### config.mk
export PLATFORM = sky130hd
export DESIGN_NAME = ipt_lookup
export DESIGN_NICKNAME = d
export VERILOG_FILES = /design/src/rtl/ipt_pkg.sv /design/src/rtl/ipt_store.sv /design/src/rtl/ipt_walker.sv /design/src/rtl/ipt_lookup.sv
export SDC_FILE = /design/constraint.sdc
export NUM_CORES = 1
export LEC_CHECK = 0
export CAP_MARGIN = 20
export CORE_MARGIN = 5
export CORE_UTILIZATION = 35
export CTS_CLUSTER_SIZE = 16
export DETAILED_ROUTE_END_ITERATION = 16
export DONT_BUFFER_PORTS = 1
export GPL_TIMING_DRIVEN = 0
export MAX_ROUTING_LAYER = met4
export PLACE_DENSITY = 0.53
export SLEW_MARGIN = 25
export SYNTH_ARGS = -nofsm -noshare
export SYNTH_HDL_FRONTEND = slang
export SYNTH_SLANG_ARGS = --single-unit
### constraint.sdc
create_clock -name clk -period 5.2 [get_ports clk]
set_input_delay 0.52 -clock clk [delete_from_list [all_inputs] [get_ports clk]]
set_output_delay 0.52 -clock clk [all_outputs]
set_load 0.02 [all_outputs]
### src/rtl/ipt_pkg.sv
package ipt_pkg;
  typedef enum logic {
    WK_IDLE = 1'b0,
    WK_WALK = 1'b1
  } walk_state_t;
endpackage

### src/rtl/ipt_store.sv
module ipt_store #(
  parameter int FRAMES  = 16,
  parameter int BUCKETS = 8,
  parameter int PID_W   = 4,
  parameter int VPN_W   = 12,
  localparam int FW = $clog2(FRAMES),
  localparam int BW = $clog2(BUCKETS),
  localparam int NW = FW + 1
) (
  input  logic             clk,
  input  logic             rst_n,
  input  logic             wr_en,
  input  logic             wr_anchor,
  input  logic [FW-1:0]    wr_idx,
  input  logic             wr_valid,
  input  logic [PID_W-1:0] wr_pid,
  input  logic [VPN_W-1:0] wr_vpn,
  input  logic [NW-1:0]    wr_link,
  input  logic [BW-1:0]    head_bucket,
  output logic [NW-1:0]    head_link,
  input  logic [FW-1:0]    rd_idx,
  output logic             rd_valid,
  output logic [PID_W-1:0] rd_pid,
  output logic [VPN_W-1:0] rd_vpn,
  output logic [NW-1:0]    rd_next
);
  localparam logic [NW-1:0] NULL_LINK = {1'b1, {FW{1'b0}}};

  logic             ent_valid_q [FRAMES];
  logic [PID_W-1:0] ent_pid_q   [FRAMES];
  logic [VPN_W-1:0] ent_vpn_q   [FRAMES];
  logic [NW-1:0]    ent_next_q  [FRAMES];
  logic [NW-1:0]    anchor_q    [BUCKETS];

  logic entry_wr;
  logic anchor_wr;
  assign entry_wr  = wr_en && !wr_anchor;
  assign anchor_wr = wr_en && wr_anchor;

  for (genvar f = 0; f < FRAMES; f++) begin : g_entry
    always_ff @(posedge clk or negedge rst_n) begin
      if (!rst_n) begin
        ent_valid_q[f] <= 1'b0;
        ent_pid_q[f]   <= '0;
        ent_vpn_q[f]   <= '0;
        ent_next_q[f]  <= NULL_LINK;
      end else if (entry_wr && wr_idx == FW'(f)) begin
        ent_valid_q[f] <= wr_valid;
        ent_pid_q[f]   <= wr_pid;
        ent_vpn_q[f]   <= wr_vpn;
        ent_next_q[f]  <= wr_link;
      end
    end
  end

  for (genvar b = 0; b < BUCKETS; b++) begin : g_anchor
    always_ff @(posedge clk or negedge rst_n) begin
      if (!rst_n) begin
        anchor_q[b] <= NULL_LINK;
      end else if (anchor_wr && wr_idx[BW-1:0] == BW'(b)) begin
        anchor_q[b] <= wr_link;
      end
    end
  end

  assign head_link = anchor_q[head_bucket];
  assign rd_valid  = ent_valid_q[rd_idx];
  assign rd_pid    = ent_pid_q[rd_idx];
  assign rd_vpn    = ent_vpn_q[rd_idx];
  assign rd_next   = ent_next_q[rd_idx];

  // an entry write lands in the addressed entry
  p_entry_write_r9: assert property (@(posedge clk) disable iff (!rst_n)
    entry_wr |=> (ent_pid_q[$past(wr_idx)] == $past(wr_pid)) &&
                 (ent_vpn_q[$past(wr_idx)] == $past(wr_vpn)) &&
                 (ent_next_q[$past(wr_idx)] == $past(wr_link)));

  // an anchor write lands in the addressed bucket
  p_anchor_write_r9: assert property (@(posedge clk) disable iff (!rst_n)
    anchor_wr |=> anchor_q[$past(wr_idx[BW-1:0])] == $past(wr_link));
endmodule

### src/rtl/ipt_walker.sv
module ipt_walker
  import ipt_pkg::*;
#(
  parameter int FRAMES  = 16,
  parameter int BUCKETS = 8,
  parameter int PID_W   = 4,
  parameter int VPN_W   = 12,
  parameter int OFF_W   = 12,
  localparam int FW = $clog2(FRAMES),
  localparam int BW = $clog2(BUCKETS),
  localparam int NW = FW + 1,
  localparam int SW = FW + 1
) (
  input  logic                clk,
  input  logic                rst_n,
  input  logic                req_valid,
  output logic                req_ready,
  input  logic [PID_W-1:0]    req_pid,
  input  logic [VPN_W-1:0]    req_vpn,
  input  logic [OFF_W-1:0]    req_off,
  output logic [BW-1:0]       head_bucket,
  input  logic [NW-1:0]       head_link,
  output logic [FW-1:0]       probe_idx,
  input  logic                ent_valid,
  input  logic [PID_W-1:0]    ent_pid,
  input  logic [VPN_W-1:0]    ent_vpn,
  input  logic [NW-1:0]       ent_next,
  output logic                rsp_valid,
  output logic                rsp_hit,
  output logic                rsp_miss,
  output logic [FW-1:0]       rsp_frame,
  output logic [FW+OFF_W-1:0] rsp_paddr
);
  // XOR-fold of page and process id into a bucket number
  function automatic logic [BW-1:0] fold_hash(input logic [VPN_W-1:0] v,
                                              input logic [PID_W-1:0] p);
    logic [BW-1:0] h;
    h = '0;
    for (int i = 0; i < VPN_W; i += BW) h = h ^ BW'(v >> i);
    for (int i = 0; i < PID_W; i += BW) h = h ^ BW'(p >> i);
    return h;
  endfunction

  function automatic logic key_match(input logic v, input logic [PID_W-1:0] ep,
                                     input logic [VPN_W-1:0] ev,
                                     input logic [PID_W-1:0] kp,
                                     input logic [VPN_W-1:0] kv);
    return v && (ep == kp) && (ev == kv);
  endfunction

  walk_state_t      state_q;
  logic [PID_W-1:0] key_pid_q;
  logic [VPN_W-1:0] key_vpn_q;
  logic [OFF_W-1:0] key_off_q;
  logic [NW-1:0]    cur_q;
  logic [SW-1:0]    steps_q;

  // named internal events
  logic walking, accept, chain_end, probe_hit, limit_hit, step_on;
  assign walking   = (state_q == WK_WALK);
  assign req_ready = !walking;
  assign accept    = req_valid && req_ready;
  assign chain_end = walking && cur_q[NW-1];
  assign probe_hit = walking && !cur_q[NW-1] &&
                     key_match(ent_valid, ent_pid, ent_vpn, key_pid_q, key_vpn_q);
  assign limit_hit = walking && !chain_end && !probe_hit &&
                     (steps_q == SW'(FRAMES - 1));
  assign step_on   = walking && !chain_end && !probe_hit && !limit_hit;

  assign head_bucket = fold_hash(req_vpn, req_pid);
  assign probe_idx   = cur_q[FW-1:0];

  always_ff @(posedge clk or negedge rst_n) begin
    if (!rst_n) begin
      state_q   <= WK_IDLE;
      key_pid_q <= '0;
      key_vpn_q <= '0;
      key_off_q <= '0;
      cur_q     <= '0;
      steps_q   <= '0;
    end else if (accept) begin
      state_q   <= WK_WALK;
      key_pid_q <= req_pid;
      key_vpn_q <= req_vpn;
      key_off_q <= req_off;
      cur_q     <= head_link;
      steps_q   <= '0;
    end else if (step_on) begin
      cur_q   <= ent_next;
      steps_q <= steps_q + SW'(1);
    end else if (chain_end || probe_hit || limit_hit) begin
      state_q <= WK_IDLE;
    end
  end

  always_ff @(posedge clk or negedge rst_n) begin
    if (!rst_n) begin
      rsp_valid <= 1'b0;
      rsp_hit   <= 1'b0;
      rsp_miss  <= 1'b0;
      rsp_frame <= '0;
      rsp_paddr <= '0;
    end else begin
      rsp_valid <= chain_end || probe_hit || limit_hit;
      rsp_hit   <= probe_hit;
      rsp_miss  <= chain_end || limit_hit;
      rsp_frame <= probe_hit ? cur_q[FW-1:0] : '0;
      rsp_paddr <= probe_hit ? {cur_q[FW-1:0], key_off_q} : '0;
    end
  end

  // exactly one outcome while a response is shown, none otherwise
  p_one_outcome_r10: assert property (@(posedge clk) disable iff (!rst_n)
    rsp_valid ? $onehot({rsp_hit, rsp_miss}) : !(rsp_hit || rsp_miss));

  // response is a single-cycle pulse
  p_pulse_r10: assert property (@(posedge clk) disable iff (!rst_n)
    rsp_valid |=> !rsp_valid);

  // no acceptance while a walk is in progress
  p_busy_r8: assert property (@(posedge clk) disable iff (!rst_n)
    $past(accept) |-> !req_ready || rsp_valid);

  // the probe counter never reaches the frame count
  p_limit_r7: assert property (@(posedge clk) disable iff (!rst_n)
    walking |-> steps_q < SW'(FRAMES));

  // a hit response places the frame above the captured offset
  p_paddr_r3: assert property (@(posedge clk) disable iff (!rst_n)
    probe_hit |=> rsp_paddr[FW+OFF_W-1:OFF_W] == rsp_frame);
endmodule

### src/rtl/ipt_lookup.sv
module ipt_lookup #(
  parameter int FRAMES  = 16,
  parameter int BUCKETS = 8,
  parameter int PID_W   = 4,
  parameter int VPN_W   = 12,
  parameter int OFF_W   = 12,
  localparam int FW = $clog2(FRAMES),
  localparam int BW = $clog2(BUCKETS),
  localparam int NW = FW + 1
) (
  input  logic                clk,
  input  logic                rst_n,
  input  logic                req_valid,
  output logic                req_ready,
  input  logic [PID_W-1:0]    req_pid,
  input  logic [VPN_W-1:0]    req_vpn,
  input  logic [OFF_W-1:0]    req_off,
  output logic                rsp_valid,
  output logic                rsp_hit,
  output logic                rsp_miss,
  output logic [FW-1:0]       rsp_frame,
  output logic [FW+OFF_W-1:0] rsp_paddr,
  input  logic                wr_en,
  input  logic                wr_anchor,
  input  logic [FW-1:0]       wr_idx,
  input  logic                wr_valid,
  input  logic [PID_W-1:0]    wr_pid,
  input  logic [VPN_W-1:0]    wr_vpn,
  input  logic [NW-1:0]       wr_link
);
  logic [BW-1:0]    head_bucket;
  logic [NW-1:0]    head_link;
  logic [FW-1:0]    probe_idx;
  logic             ent_valid;
  logic [PID_W-1:0] ent_pid;
  logic [VPN_W-1:0] ent_vpn;
  logic [NW-1:0]    ent_next;

  ipt_store #(
    .FRAMES(FRAMES), .BUCKETS(BUCKETS), .PID_W(PID_W), .VPN_W(VPN_W)
  ) u_store (
    .clk(clk), .rst_n(rst_n),
    .wr_en(wr_en), .wr_anchor(wr_anchor), .wr_idx(wr_idx),
    .wr_valid(wr_valid), .wr_pid(wr_pid), .wr_vpn(wr_vpn), .wr_link(wr_link),
    .head_bucket(head_bucket), .head_link(head_link),
    .rd_idx(probe_idx), .rd_valid(ent_valid), .rd_pid(ent_pid),
    .rd_vpn(ent_vpn), .rd_next(ent_next)
  );

  ipt_walker #(
    .FRAMES(FRAMES), .BUCKETS(BUCKETS), .PID_W(PID_W), .VPN_W(VPN_W),
    .OFF_W(OFF_W)
  ) u_walker (
    .clk(clk), .rst_n(rst_n),
    .req_valid(req_valid), .req_ready(req_ready),
    .req_pid(req_pid), .req_vpn(req_vpn), .req_off(req_off),
    .head_bucket(head_bucket), .head_link(head_link),
    .probe_idx(probe_idx), .ent_valid(ent_valid), .ent_pid(ent_pid),
    .ent_vpn(ent_vpn), .ent_next(ent_next),
    .rsp_valid(rsp_valid), .rsp_hit(rsp_hit), .rsp_miss(rsp_miss),
    .rsp_frame(rsp_frame), .rsp_paddr(rsp_paddr)
  );
endmodule

==> flow_metrics.tcl, run 1 <==
set metrics [dict create \
    syn-num-nets 1455 \
    fin_total_pwr_mw 11.9 \
    crit_fanout 10 \
    root_buffer "clkbuf_16" \
    async_flop_share_pct 100 \
    final_max_slew_viol_count 0 \
    viasPerCell 5.31 \
    worstPathArrival_ps 4980 \
    outcome "finished, violations left" \
    postCtsSetupBuffers 0 \
    synth_edf_count 0 \
    most-common-layout-cells "dfrtp_1, mux2_2, nand2_1" \
    setup_tns_ps 0 \
    cp-end-kind "flop" \
    power_frac_comb_pct 28.4 \
    path_class "reg -> reg" \
    wire_per_inst_um 25.4 \
    hold_slack_ps -282 \
    drive_above_1_share_pct 42.9 \
    p_sw_mw 3.61 \
    routed-via-count 12000 \
    fin_crit_sh_pct 86.7 \
    antenna_found_initial 1 \
    setup.reg_to_reg.worst_slack_ps 690 \
    final_common_cell "dfrtp_1" \
    seq_area_frac_synth_pct 55.0 \
    grt_setup_unrepaired "false" \
    num_antenna_cells 0 \
    period_needed_ps 4510 \
    port_buffers 0 \
    start_util_pct 35.5 \
    io_pins 83 \
    cts.sinks 450 \
    drt_wl_total_mm 57.3 \
    slew_headroom_pct 7.65 \
    die_area_um2 63600 \
    startpoint_type "flop" \
    leakagePower_nw 10.3 \
    critical_path_required_ps 5670 \
    row_count 88 \
    grt_usage_pct 18.7 \
    cts_resized 0 \
    synth-main-ff-cell "dfrtp_1" \
    clock_path_buffers 3 \
    crit_slowest_cell "clkbuf_1" \
    vdd_ir_drop_max_mv 0.286 \
    tritoncts "built" \
    p_clk_share_pct 32.0 \
    post-dp-hpwl_mm 38.4 \
    drc_errors 0 \
    grt_pass1_wl_mm 86.7 \
    multi_input_area_um2 8780 \
    syn_area_um2 20500 \
    syn_to_final_growth_pct 13.8 \
    cp_common_cell "buf_2" \
    numCtsBuffers 52 \
    insertion_delay_ps 590 \
    violations "hold timing" \
    fillCellCount 5432 \
    seq_area_um2 11300 \
    seqPwrFrac_pct 39.6 \
    netlist_instances 1394 \
    drt_iter0_markers 782 \
    die_h_um 252 \
    cts.htree.levels 2 \
    tightest_slew_ps 1390 \
    max_stage_delay_ps 670 \
    globalplace.congestion 0.803 \
    path_clk_slew_ps 60 \
    crit_family "buffers and inverters" \
    coreArea_um2 57900 \
    grt-ovfl-total 0 \
    ant_nets 0 \
    internal_power_mw 8.32 \
    setup_viol_count_final 0 \
    cap_viol_max_count 0 \
    grt_max_degree 451 \
    yosysWarnings 0 \
    drt-pass1-iter-count 5 \
    nets 1512 \
    fin_skew_ps 19.3 \
    cp_num_buf_inv 6 \
    fmax_mhz 222 \
    grt_pass1_vias 12700 \
    synth.avg_cell_area_um2 14.7 \
    p_per_area_nw_per_um2 510 \
    hp-class "in -> async" \
    worstPathCellList "buf_2 -> buf_2 -> buf_2 -> buf_2 -> buf_2 -> clkbuf_1 -> mux4_2 -> mux4_2 -> a221o_1" \
    p_sw_share_pct 30.2 \
    hold_viol 426 \
    fp.dieW_um 252 \
    ys_types 50 \
    ys_seq_elements 450 \
]
routing by layer:
layer	wire length (µm)	vias to the layer above	track usage (%)	part of all wire, %
met5	0	-	-	0
met4	1220	0	4.06	2.1
met3	3100	80	4.11	5.4
met2	27300	249	29.1	48
met1	25700	6458	25.4	45
li1	-	5201	-	-
stage by stage:
step | area [µm²] | worst slack [ps] | hold WS, ps | utilization [%] | std cells
after CTS | 23400 | 622 | -338 | 40.4 | 2259
final | 23400 | 690 | -282 | 40.4 | 2259
after detailed placement | 21600 | 626 | 290 | 37.2 | 2162
after global routing | 23400 | 531 | -314 | 40.4 | 2259
after global placement | 21500 | 618 | 293 | 37.1 | 2159
after floorplan | 20500 | 2070 | 224 | - | 1394
path summary, 6_finish.rpt:
path,depth (start not counted),to,from
setup reg to reg,9,u_walker.cur_q[4],u_walker.cur_q[2]
min in group clk,2,u_walker.key_vpn_q[6],req_vpn[6]
setup / recovery,9,u_walker.cur_q[4],u_walker.cur_q[2]
hold / removal,0,u_store.ent_pid_q[52],rst_n
hold reg to reg,2,u_walker.key_off_q[9],u_walker.key_off_q[9]
max in group asynchronous,0,u_store.ent_vpn_q[177],rst_n
cell usage after synthesis, drive strengths merged, types with 3 or more instances:
cell / count / area, µm²
nand3: 6 / 30.0
buf: 48 / 246
nor3: 9 / 45.0
mux4: 97 / 2190
xnor2: 25 / 219
a22oi: 3 / 22.5
or3: 3 / 18.8
and4: 5 / 43.8
nor2: 19 / 71.3
nand4b: 4 / 35.0
o211ai: 3 / 22.5
a211o: 4 / 35.0
mux2i: 43 / 430
xor2: 9 / 78.8
dfstp: 24 / 631
and4b: 4 / 40.0
nor4b: 4 / 35.0
and2: 16 / 100
inv: 3 / 11.3
a21oi: 4 / 20.0
nor2b: 11 / 68.8
clkbuf: 63 / 236
o221ai: 4 / 35.0
dfrtp: 426 / 10700
nand2b: 7 / 43.8
nor4: 5 / 31.3
nand2: 121 / 454
o21ai: 8 / 43.8
mux2: 396 / 4460
cells by family (layout without fill, tap and decap cells):
family	Yosys count	after routing	synth area share, %
flops	450	450	55.0
xor+xnor	34	34	1.45
buf+inv	114	214	2.41
mux	536	536	34.5
fa+ha+maj	2	2	0.122
simple gates	222	222	5.26
compound gates	36	36	1.33
power groups by stage:
stage                     clock, mW  combinational [mW]  sequential, mW
after floorplan                   0                2.49            4.60
after global placement            0                3.35            4.74
after detailed placement          0                3.42            4.77
after CTS                      3.92                3.43            4.71
after global routing           4.06                3.64            4.81
final                          3.82                3.39            4.72
state kept, by name, summed over array words and instances (netlist names):
register and cells:
u_store.ent_vpn_q 192, u_store.ent_next_q 80, u_store.ent_pid_q 64, u_store.anchor_q 40, u_store.ent_valid_q 16, u_walker.key_off_q 12
u_walker.key_vpn_q 12, u_walker.rsp_paddr 12, u_walker.cur_q 5, u_walker.steps_q 5, u_walker.key_pid_q 4, u_walker.rsp_frame 4
u_walker.rsp_hit 1, u_walker.rsp_miss 1, u_walker.rsp_valid 1, u_walker.state_q 1
area by class of cell:
type / count / area share [%]
flip-flops and latches: 450 / 48.3
repair buffers: 3 / 0.161
inverters: 3 / 0.0482
well taps: 765 / 4.09
clock buffers: 79 / 6.60
multi-input cells: 830 / 37.6
clock inverters: 18 / 1.14
plain buffers: 111 / 2.11
Note: power is estimated with default switching activity, not from simulation.
==> inputs of run 2 (changes only) <==
--- a/config.mk
+++ b/config.mk
@@ -13,7 +13,7 @@
 export DONT_BUFFER_PORTS = 1
 export GPL_TIMING_DRIVEN = 0
 export MAX_ROUTING_LAYER = met4
-export PLACE_DENSITY = 0.53
+export PLACE_DENSITY = 0.45
 export SLEW_MARGIN = 25
 export SYNTH_ARGS = -nofsm -noshare
 export SYNTH_HDL_FRONTEND = slang
==> constraint.sdc (replaced) <==
create_clock -name clk -period 5.2 [get_ports clk]
set_input_delay 1.56 -clock clk [delete_from_list [all_inputs] [get_ports clk]]
set_output_delay 1.56 -clock clk [all_outputs]
set_load 0.02 [all_outputs]
==> run 2 against run 1 <==
Compared with the run above: combinational power up 2%; count of clock-buffer cells in the layout up 4; largest power group unchanged; the flow now finishes without violations; clock power down 3%; via count up 0.13%; clock skew up 10 ps; sequential power about the same; critical path type unchanged; hold slack better by 750 ps; routed wire length up 7.2%.
==> flow_metrics.tcl, run 2 (same netlist as run 1, synthesis figures left out) <==
set metrics [dict create \
    postCtsHoldBufs 0 \
    grt_pass1_wl_mm 90.5 \
    die_area_um2 63600 \
    period_needed_ps 4680 \
    post-dp-hpwl_mm 40.3 \
    grt_max_degree 451 \
    grt_setup_unrepaired "false" \
    vdd_ir_drop_max_mv 0.235 \
    dp_slack_ps 443 \
    path_clk_slew_ps 60 \
    internal_power_mw 8.13 \
    port_buffers 0 \
    p_sw_mw 3.73 \
    drive_above_1_share_pct 43.6 \
    tritoncts "built" \
    hp-class "reg -> reg" \
    postCtsSetupBuffers 0 \
    viasPerCell 5.31 \
    final_max_slew_viol_count 0 \
    cts_resized 0 \
    outcome "finished, final reports clean" \
    fin_skew_ps 29.3 \
    syn_to_final_growth_pct 13.5 \
    root_buffer "clkbuf_16" \
    setup_tns_ps 0 \
    die_h_um 252 \
    grt-ovfl-total 0 \
    most-common-layout-cells "dfrtp_1, mux2_2, nand2_1" \
    tightest_slew_ps 1120 \
    numCtsBuffers 53 \
    worstPathArrival_ps 5150 \
    cts.htree.levels 2 \
    globalplace.congestion 0.765 \
    drt-pass1-iter-count 5 \
    cp-end-kind "flop" \
    start_util_pct 35.5 \
    final_area_um2 23300 \
    hold_viol 0 \
    nets 1513 \
    clock_path_buffers 3 \
    coreArea_um2 57900 \
    antenna_found_initial 2 \
    final_util_pct 40.2 \
    cap_viol_max_count 0 \
    io_pins 83 \
    ant_nets 0 \
    drt_wl_total_mm 61.5 \
    reg_top3 "u_store.ent_vpn_q (192), u_store.ent_next_q (80), u_store.ent_pid_q (64)" \
    setup_viol_count_final 0 \
    grt_pass1_vias 12700 \
    grt_usage_pct 19.9 \
    crit_fanout 10 \
    p_per_area_nw_per_um2 509 \
    post_dp_cell_area_um2 21600 \
    final_common_cell "dfrtp_1" \
    hold_slack_ps 464 \
    startpoint_type "flop" \
    power_frac_comb_pct 29.1 \
    insertion_delay_ps 610 \
    critical_path_required_ps 5670 \
    p_clk_share_pct 31.1 \
    wire_per_inst_um 27.2 \
    p_sw_share_pct 31.4 \
    seqPwrFrac_pct 39.8 \
    path_class "reg -> reg" \
    slew_headroom_pct 25.7 \
    largest_register_ff_count 192 \
    routed-via-count 12000 \
    top_register "u_store.ent_vpn_q" \
    drc_errors 0 \
    fmax_mhz 214 \
    setup.reg_to_reg.worst_slack_ps 520 \
    setup_ws_ps 522 \
    cts.sinks 450 \
    drt_iter0_markers 712 \
    fin_crit_sh_pct 90.0 \
    leakagePower_nw 10.3 \
    fp.dieW_um 252 \
    row_count 88 \
]
run 2: final timing paths:
path / startpoint / end / cells past startpoint
setup / recovery: u_walker.cur_q[3] / u_walker.cur_q[2] / 10
hold / removal: u_walker.key_off_q[6] / u_walker.key_off_q[6] / 2
setup reg to reg: u_walker.cur_q[3] / u_walker.cur_q[2] / 10
hold reg to reg: u_walker.key_off_q[6] / u_walker.key_off_q[6] / 2
max in group asynchronous: rst_n / u_store.ent_pid_q[35] / 0
min in group asynchronous: rst_n / u_store.ent_vpn_q[64] / 0
run 2: worst max-delay path, cell delays in order (launching register included):
cell	delay (ps)
dfrtp_1	340
buf_2	250
buf_2	410
buf_2	510
clkbuf_1	580
clkbuf_1	710
a41oi_1	290
or4b_1	640
buf_2	210
o21a_4	220
o221ai_1	340
run 2: per-layer routing:
metal	track usage [%]	part of all wire, %	vias to the layer above
li1	-	-	5219
met1	27.4	46	6501
met2	30.7	47	206
met3	4.60	5.2	78
met4	4.26	2.0	0
met5	-	0	-
run 2: layout make-up:
| type | count | area (µm²) |
|---|---|---|
| Timing Repair Buffer | 3 | 37.5 |
| Sequential cell | 450 | 11300 |
| Multi-Input combinational cell | 830 | 8790 |
| Fill cell | 5495 | 34600 |
| Buffer | 111 | 504 |
| Clock buffer | 83 | 1600 |
| Antenna cell | 1 | 2.50 |
| Clock inverter | 16 | 120 |
| Tap cell | 765 | 957 |
| Inverter | 3 | 11.3 |
run 2: through the flow:
step / cells / total power, mW
finish: 2262 / 11.9
detailed placement: 2162 / 8.29
global placement: 2159 / 8.21
global route: 2261 / 12.5
floorplan: 1394 / 7.10
CTS: 2261 / 12.0
run 2: power groups by stage:
stage / Clock, mW / Sequential (mW) / Combinational (mW)
6_report: 3.69 / 4.72 / 3.45
5_1_grt: 3.92 / 4.80 / 3.73
4_1_cts: 3.79 / 4.72 / 3.53
3_5_place_dp: 0 / 4.77 / 3.52
3_3_place_gp: 0 / 4.75 / 3.46
2_1_floorplan: 0 / 4.60 / 2.49
